`src/rtl/lpddr_init_pkg.sv`:
```
package lpddr_init_pkg;

   typedef enum logic [3:0] {
      PIN_NOP = 4'b0111,
      PIN_PRE = 4'b0010,
      PIN_REF = 4'b0001,
      PIN_LMR = 4'b0000
   } pin_cmd_e;

   typedef enum logic [1:0] {
      K_PRE,
      K_REF,
      K_MRB,
      K_MRE
   } slot_kind_e;

   localparam int NUM_SLOTS = 5;
   localparam int STEP_W    = $clog2(NUM_SLOTS + 2);
   localparam int STEP_DONE = NUM_SLOTS + 1;
   localparam int A10_POS   = 10;

endpackage

```
`src/rtl/lpddr_init_plan.sv`:
```
module lpddr_init_plan
   import lpddr_init_pkg::*;
#(
   parameter bit REF_LATE  = 1'b0,
   parameter bit EXT_FIRST = 1'b0
) (
   input  logic [STEP_W-1:0] step_i,
   output slot_kind_e        kind_o
);

   localparam slot_kind_e MR_A = EXT_FIRST ? K_MRE : K_MRB;
   localparam slot_kind_e MR_B = EXT_FIRST ? K_MRB : K_MRE;

   generate
      if (REF_LATE) begin : g_ref_late
         always_comb begin
            case (step_i)
               STEP_W'(2): kind_o = MR_A;
               STEP_W'(3): kind_o = MR_B;
               STEP_W'(4): kind_o = K_REF;
               STEP_W'(5): kind_o = K_REF;
               default:    kind_o = K_PRE;
            endcase
         end
      end else begin : g_ref_early
         always_comb begin
            case (step_i)
               STEP_W'(2): kind_o = K_REF;
               STEP_W'(3): kind_o = K_REF;
               STEP_W'(4): kind_o = MR_A;
               STEP_W'(5): kind_o = MR_B;
               default:    kind_o = K_PRE;
            endcase
         end
      end
   endgenerate

endmodule

```
`src/rtl/lpddr_init_timer.sv`:
```
module lpddr_init_timer #(
   parameter int               CNT_W   = 8,
   parameter logic [CNT_W-1:0] RST_VAL = '0
) (
   input  logic             clk,
   input  logic             rst_n,
   input  logic             load_i,
   input  logic [CNT_W-1:0] load_val_i,
   output logic             zero_o
);

   logic [CNT_W-1:0] cnt_q;

   always_ff @(posedge clk) begin
      if (!rst_n) begin
         cnt_q <= RST_VAL;
      end else if (load_i) begin
         cnt_q <= load_val_i;
      end else if (cnt_q != '0) begin
         cnt_q <= cnt_q - CNT_W'(1);
      end
   end

   assign zero_o = (cnt_q == '0);

endmodule

```
`src/rtl/lpddr_init_cmdgen.sv`:
```
module lpddr_init_cmdgen
   import lpddr_init_pkg::*;
#(
   parameter int                ADDR_W    = 13,
   parameter int                BA_W      = 2,
   parameter int                MODE_W    = 12,
   parameter logic [MODE_W-1:0] BASE_MODE = '0,
   parameter logic [MODE_W-1:0] EXT_MODE  = '0
) (
   input  logic              issue_i,
   input  slot_kind_e        kind_i,
   output logic [3:0]        cmd_o,
   output logic [BA_W-1:0]   ba_o,
   output logic [ADDR_W-1:0] addr_o
);

   localparam logic [ADDR_W-1:0] PRE_ADDR  = ADDR_W'(1) << A10_POS;
   localparam logic [ADDR_W-1:0] BASE_ADDR = ADDR_W'(BASE_MODE);
   localparam logic [ADDR_W-1:0] EXT_ADDR  = ADDR_W'(EXT_MODE);
   localparam logic [BA_W-1:0]   BA_BASE   = '0;
   localparam logic [BA_W-1:0]   BA_EXT    = BA_W'(2);

   always_comb begin
      cmd_o  = PIN_NOP;
      ba_o   = '0;
      addr_o = '0;
      if (issue_i) begin
         case (kind_i)
            K_PRE: begin
               cmd_o  = PIN_PRE;
               addr_o = PRE_ADDR;
            end
            K_REF: cmd_o = PIN_REF;
            K_MRB: begin
               cmd_o  = PIN_LMR;
               ba_o   = BA_BASE;
               addr_o = BASE_ADDR;
            end
            default: begin
               cmd_o  = PIN_LMR;
               ba_o   = BA_EXT;
               addr_o = EXT_ADDR;
            end
         endcase
      end
   end

endmodule

```
`src/rtl/lpddr_powerup_seq.sv`:
```
module lpddr_powerup_seq
   import lpddr_init_pkg::*;
#(
   parameter int                ADDR_W      = 13,
   parameter int                BA_W        = 2,
   parameter int                MODE_W      = 12,
   parameter int                STARTUP_CYC = 40000,
   parameter int                T_RP        = 4,
   parameter int                T_RFC       = 16,
   parameter int                T_MRD       = 2,
   parameter logic [MODE_W-1:0] BASE_MODE   = 12'h032,
   parameter logic [MODE_W-1:0] EXT_MODE    = 12'h000,
   parameter bit                REF_LATE    = 1'b0,
   parameter bit                EXT_FIRST   = 1'b0
) (
   input  logic              clk,
   input  logic              rst_n,
   output logic              cke_o,
   output logic              cs_n_o,
   output logic              ras_n_o,
   output logic              cas_n_o,
   output logic              we_n_o,
   output logic [BA_W-1:0]   ba_o,
   output logic [ADDR_W-1:0] addr_o,
   output logic              done_o
);

   localparam int MAX_GAP  = (T_RP > T_RFC) ? ((T_RP > T_MRD) ? T_RP : T_MRD)
                                            : ((T_RFC > T_MRD) ? T_RFC : T_MRD);
   localparam int MAX_WAIT = (STARTUP_CYC > MAX_GAP) ? STARTUP_CYC : MAX_GAP;
   localparam int CNT_W    = $clog2(MAX_WAIT + 1);

   generate
      if (STARTUP_CYC < 2) begin : g_bad_startup
         $error("STARTUP_CYC must be at least 2");
      end
      if (T_RP < 1 || T_RFC < 1 || T_MRD < 1) begin : g_bad_gap
         $error("every command gap must be at least one cycle");
      end
      if (ADDR_W <= A10_POS || ADDR_W < MODE_W) begin : g_bad_addr
         $error("address bus too narrow for bit 10 or the mode value");
      end
      if (BA_W < 2) begin : g_bad_ba
         $error("bank address needs at least two bits");
      end
   endgenerate

   logic [STEP_W-1:0] step_q;
   logic              issue_q;
   logic              zero;
   slot_kind_e        kind;
   logic [CNT_W-1:0]  gap_m1;
   logic [3:0]        cmd;

   always_ff @(posedge clk) begin
      if (!rst_n) begin
         step_q  <= '0;
         issue_q <= 1'b0;
      end else if (issue_q) begin
         issue_q <= 1'b0;
      end else if (step_q != STEP_W'(STEP_DONE) && zero) begin
         if (step_q == STEP_W'(NUM_SLOTS)) begin
            step_q <= STEP_W'(STEP_DONE);
         end else begin
            step_q  <= step_q + STEP_W'(1);
            issue_q <= 1'b1;
         end
      end
   end

   lpddr_init_plan #(
      .REF_LATE  (REF_LATE),
      .EXT_FIRST (EXT_FIRST)
   ) u_plan (
      .step_i (step_q),
      .kind_o (kind)
   );

   always_comb begin
      case (kind)
         K_PRE:   gap_m1 = CNT_W'(T_RP - 1);
         K_REF:   gap_m1 = CNT_W'(T_RFC - 1);
         default: gap_m1 = CNT_W'(T_MRD - 1);
      endcase
   end

   lpddr_init_timer #(
      .CNT_W   (CNT_W),
      .RST_VAL (CNT_W'(STARTUP_CYC - 1))
   ) u_timer (
      .clk        (clk),
      .rst_n      (rst_n),
      .load_i     (issue_q),
      .load_val_i (gap_m1),
      .zero_o     (zero)
   );

   lpddr_init_cmdgen #(
      .ADDR_W    (ADDR_W),
      .BA_W      (BA_W),
      .MODE_W    (MODE_W),
      .BASE_MODE (BASE_MODE),
      .EXT_MODE  (EXT_MODE)
   ) u_cmdgen (
      .issue_i (issue_q),
      .kind_i  (kind),
      .cmd_o   (cmd),
      .ba_o    (ba_o),
      .addr_o  (addr_o)
   );

   assign {cs_n_o, ras_n_o, cas_n_o, we_n_o} = cmd;
   assign cke_o  = 1'b1;
   assign done_o = (step_q == STEP_W'(STEP_DONE));

endmodule

```
`config.mk`:
```
export PLATFORM = sky130hd
export DESIGN_NAME = lpddr_powerup_seq
export DESIGN_NICKNAME = d
export VERILOG_FILES = /design/src/rtl/lpddr_init_pkg.sv /design/src/rtl/lpddr_init_plan.sv /design/src/rtl/lpddr_init_timer.sv /design/src/rtl/lpddr_init_cmdgen.sv /design/src/rtl/lpddr_powerup_seq.sv
export SDC_FILE = /design/constraint.sdc
export NUM_CORES = 1
export LEC_CHECK = 0
export BUFFER_PORTS_ARGS = -buffer_cell sky130_fd_sc_hd__buf_2
export CORE_MARGIN = 1.5
export CORE_UTILIZATION = 55
export DETAILED_ROUTE_END_ITERATION = 8
export PLACE_DENSITY_LB_ADDON = 0.12
export SKIP_CTS_REPAIR_TIMING = 1
export SYNTH_ARGS = -nofsm -noshare
export SYNTH_HDL_FRONTEND = slang
export SYNTH_SLANG_ARGS = --single-unit
```
`constraint.sdc`:
```
create_clock -name clk -period 5.2 [get_ports clk]
set_clock_uncertainty 0.15 [all_clocks]
set_input_delay 0.52 -clock clk [delete_from_list [all_inputs] [get_ports clk]]
set_output_delay 0.52 -clock clk [all_outputs]
set_load 0.03 [all_outputs]
```
# Word-level counts from Yosys, hierarchy flattened
# Cells that the tools add are included.
# word_totals
output_inout_bits,21
in_bits,2
register_bits,20
# op_classes
n_eq_ne,8
bitwise_logic,3
add_sub_neg,2
mux,12
n_reduce_logical,9
# ops
op,n
$mux 16,2
$pmux 11 s2,1
$logic_not 16->1,1
$reduce_bool 16->1,1
$sub 16x1->16 const B,1
$mux 13,1
$eq 3x3->1 const B,3
$pmux 4 s2,1
$eq 3x2->1 const B,2
$pmux 2 s3,1
$reduce_or 3->1,2
$mux 2,2
$mux 4,1
$pmux 2 s2,1
$add 3x1->3 const B,1
$mux 3,1
$ne 3x3->1 const B,1
$not 1->1,3
$eq 2x1->1 const B,1
$eq 2x2->1 const B,1
$logic_not 2->1,1
$reduce_and 2->1,1
$reduce_bool 2->1,1
$reduce_or 2->1,1
other kinds (2),2

# Depth between registers and ports, before layout
# logic_depth
word_depth,7
ltp_mapped,7
depth_no_buf,6

# By module
# A second synthesis with hierarchy kept.
# hier_totals
hier_cells,168
area_unflattened_um2,1368.8
# by_module_without_submodules
module,area_each_um2,cells_per_inst,instances,seq_area_each_um2
lpddr_init_timer,962.2,117,1,320.3
lpddr_powerup_seq,240.2,27,1,80.1
lpddr_init_cmdgen,143.9,21,1,0.0
lpddr_init_plan,22.5,3,1,0.0

# Worst setup path after synthesis
# Ideal clock, no wire load.
# synth_timing
path_type,register -> output
startpoint,register issue_q
endpoint,output addr_o[4]
required_time_ns,4.530
stages_incl_launch_ff,6
setup_slack_ns,2.101
arrival_time_ns,2.429
path_buffers,3
path_cell_list,dfxtp_1 clkbuf_1 clkbuf_1 nand2_1 nor4b_1 buf_4
# synth_between
elab_chain_len,1
# synth_rtl
element,line_no,text
start: declaration,lpddr_powerup_seq.sv:49,logic issue_q;
start signal: assignment,lpddr_powerup_seq.sv:58,issue_q <= 1'b0;
start signal: assignment,lpddr_powerup_seq.sv:60,issue_q <= 1'b0;
start signal: assignment,lpddr_powerup_seq.sv:66,issue_q <= 1'b1;
$mux 13,lpddr_init_cmdgen.sv:27,if (issue_i) begin
end: declaration,lpddr_powerup_seq.sv:24,"output logic [ADDR_W-1:0] addr_o,"
# No other way between the ends.

# Final worst setup path
# layout_timing
startpoint,register step_q[0]
endpoint,output addr_o[4]
# layout_between
elab_chain_len,6
elab_cells_between_ends,10
classes_between,eq/ne (5); mux (3); reduce/logical (2)
# layout_rtl
element,line_no,text
start: declaration,lpddr_powerup_seq.sv:48,logic [STEP_W-1:0] step_q;
start signal: assignment,lpddr_powerup_seq.sv:63,step_q <= STEP_W'(STEP_DONE);
start signal: assignment,lpddr_powerup_seq.sv:65,step_q <= step_q + STEP_W'(1);
$eq 3x2->1,lpddr_init_plan.sv:27,case (step_i)
$reduce_or 2->1 (no line),n/a,
$pmux 2 s3 *,lpddr_init_plan.sv:27,
$eq 2x2->1 / $logic_not 2->1 (equally long branches),lpddr_init_cmdgen.sv:28,case (kind_i)
$pmux 11 s2 *,lpddr_init_cmdgen.sv:28,
$mux 13 *,lpddr_init_cmdgen.sv:27,
# Every way passes the cells marked *; elsewhere a longest branch is shown, timed or not.

==> out/results.ini <==
[sta]
tns_ns = 0
fmax_ghz = 0.3991
hold_viol = 0
finalCriticalPeriod_ns = 2.505
layout_worst_path_cycle_share_pct = 48.18
drv_slew = 0
maxSlewHeadroom_pct = 50.91
tightestPinTransition_ns = 0.7296
setup_viol_count_final = 0
rsz0062_at_grt = false

[global_route]
grt_overflow = 0
grt_antenna_before_repair = 0
grt.total_usage_pct = 22.36
grt_pass1_wl_um = 4650
grt_pass1_vias = 1069
grt_max_degree = 18

[floorplanning]
core.rowCount = 17
ios = 23
die_h_um = 52.59
core_area_um2 = 2276
die_area_um2 = 2766
die_w_um = 52.59
initial_core_util_pct = 59.43

[clock_network]
numCtsBuffers = 3
htreeDepth = 1
cts_tree = yes
worstSkewPairLatency_ns = 0.30
clockBufferDepth = 2
numClockSinks = 20
clk_transition_reported_paths_ns = 0.11
root_buffer = clkbuf_4

[detailed_routing]
vias = 1169
firstDrtPassIters = 4
drt_wl_total_um = 2683
drc = 0
initialDrtViolationCount = 42
via_per_inst = 6.057
drtAntennaViolNets = 0
avgRoutedWirePerCell_um = 13.90

[worst_setup_path]
crit_buf_inv = 1
crit_top_cell = ha_1
timing.rr.start = u_timer.cnt_q[0]
worstPathRequired_ns = 4.53
path_max_fanout = 6
worst_path_max_delay_cell = nor4b_1
cp_cell_sequence = ha_1 -> ha_1 -> nor4b_1 -> buf_2
cp_top_family = adder cells
cp.arrival_ns = 1.84
r2r_setup_slack_ns = 2.95
r2r_end = step_q[1]
crit_path_end_kind = output pin
startpoint_type = register
max_stage_delay_ns = 0.43
path_class = register to output pin
r2r.worst_path.cells = 6

[logic_synthesis]
synth_adder_area_share_pct = 5.550
syn_avg_cell_area_um2 = 8.247
synth_xor_area_share_pct = 1.943
synthMuxAreaShare_pct = 0.7401
yosys_warnings = 0
synth_area_leaders = dfxtp_1 (30%), buf_4 (7.8%), ha_1 (5.6%)
synth-simple-area-share_pct = 28.86
ys_ff_latch = 20
synth_edf_count = 0
synth_top_area_share_pct = 29.60
synth_top_family_by_area = simple AND/OR/NAND/NOR gates
synth.distinct_cells = 47
synth_ff_type = dfxtp_1
synth_area_um2 = 1353
postSynth.asyncResetShare_pct = 0
yosysTopAreaCell = dfxtp_1
seq_area_frac_synth_pct = 29.60
synth_compound_area_share_pct = 19.24
synthCells = 164

[layout]
multi_input_area_um2 = 807.0
areaGrowthSynthToFinish_pct = 0.7403
fill_cells = 199
register_area_um2 = 400.4
num_antenna_cells = 0
drive_above_1_share_pct = 14.55
nets = 174
stdcell_area_um2 = 1363
final_util_pct = 59.87

[flow_run]
cap_viol_max_count = 0

[power]
p_switching_uw = 66.05
clock_power_share_pct = 33.3
vdd_drop_max_v = 0.0002183
p_seq_share_pct = 58.6
cellPowerDensity_nw_per_um2 = 197.0
total_power_uw = 268.4
p_comb_share_pct = 8.1
leakage_nw = 0.5204
p_sw_share_pct = 24.61
p_int_uw = 202.3

[place]
dpl_cell_area_um2 = 1326
post-dp-hpwl_um = 2110
gp_congestion = 0.8651
numPortBuffers = 10

[hold_path]
hold_class = primary input to register
hp-start = rst_n
hold_path_depth = 2
hold_end = u_timer.cnt_q[11]

[outcome]
status = completed

## cells by family after synthesis
family	Yosys count
AO/OA/AOI/OAI	37
XOR/XNOR	3
adder cells (fa/ha/maj)	6
buffers and inverters	32
flip-flops	20
multiplexers	1
other	2
AND/OR/NAND/NOR	63
## state kept, by name, summed over array words and instances (netlist names)
name,flops
step_q,3
u_timer.cnt_q,16
issue_q,1
## per-layer routing
metal  part of all wire (%)  global-route usage, %  wire length, um  up-vias
li1                       -                      -                -      588
met5                      0                      0                0        -
met4                      0                  4.274                0        0
met3                    6.6                  7.143              178        0
met2                     45                  33.75             1217       38
met1                     48                  31.22             1287      543
## worst max path at each step
stage	end	cells past startpoint	from	slack [ns]
after floorplan	addr_o[4]	5	issue_q	2.10
after global placement	step_q[2]	6	u_timer.cnt_q[0]	3.02
after detailed placement	step_q[2]	6	u_timer.cnt_q[0]	2.99
after CTS	addr_o[4]	4	step_q[0]	2.71
after global routing	addr_o[10]	3	issue_q	2.51
final	addr_o[4]	4	step_q[0]	2.69
## final cells by class
| class | count | share of cell area (%) |
|---|---|---|
| Clock buffer | 4 | 2.663 |
| Multi-Input combinational cell | 122 | 59.23 |
| Sequential cell | 20 | 29.38 |
| Timing Repair Buffer | 10 | 3.673 |
| Inverter | 9 | 2.479 |
| Tap cell | 28 | 2.571 |
## placed cells by master, fill, tap and decap left out, types with 2 or more instances in the layout
| cell | n |
|---|---|
| o21ai_0 | 4 |
| dfxtp_1 | 20 |
| o211ai_1 | 4 |
| nor2_1 | 12 |
| clkbuf_4 | 3 |
| or4_1 | 5 |
| nor3_1 | 9 |
| nor4_1 | 4 |
| a211oi_1 | 2 |
| inv_1 | 8 |
| xnor2_1 | 3 |
| a21oi_1 | 8 |
| nand2_1 | 9 |
| or3_1 | 2 |
| or4_2 | 2 |
| o31ai_1 | 6 |
| nor4_4 | 2 |
| a31oi_1 | 4 |
| o2bb2ai_1 | 2 |
| a311o_1 | 2 |
| conb_1 | 12 |
| buf_2 | 10 |
| nand3_1 | 4 |
| ha_1 | 6 |
## cell usage after synthesis, drive strengths merged, types with 2 or more instances
| library cell | n |
|---|---|
| a211oi | 2 |
| a21oi | 8 |
| a311o | 2 |
| a31oi | 4 |
| buf | 17 |
| clkbuf | 6 |
| conb | 2 |
| dfxtp | 20 |
| ha | 6 |
| inv | 8 |
| nand2 | 9 |
| nand3 | 4 |
| nor2 | 12 |
| nor3 | 9 |
| nor4 | 7 |
| o211ai | 4 |
| o21ai | 4 |
| o2bb2ai | 2 |
| o31ai | 6 |
| or2 | 2 |
| or3 | 2 |
| or4 | 8 |
| xnor2 | 3 |
## worst register-to-register path, delay by kind of cell (launching register included)
| family | cells | cell delay, ns |
|---|---|---|
| fa+ha+maj | 1 | 0.19 |
| flops | 1 | 0.34 |
| buf+inv | 1 | 0.09 |
| mux | 1 | 0.23 |
| simple gates | 3 | 1.18 |
## through the flow
stage          instances  hold WS (ns)  worst slack, ns
6_report             193        0.3558            2.695
5_1_grt              193        0.3617            2.515
4_1_cts              193        0.3558            2.707
3_5_place_dp         189        0.3476            2.986
3_3_place_gp         189        0.3367            3.016
2_1_floorplan        174        0.3129            2.101
## power groups by stage
stage               Combinational, mW  Clock (mW)  Sequential [mW]
finish                         0.0218      0.0894            0.157
global route                   0.0239      0.0990            0.157
CTS                            0.0218      0.0915            0.157
detailed placement             0.0217           0            0.161
global placement               0.0216           0            0.160
floorplan                      0.0262           0            0.160
No activity file was read; power rests on OpenSTA's default activity.
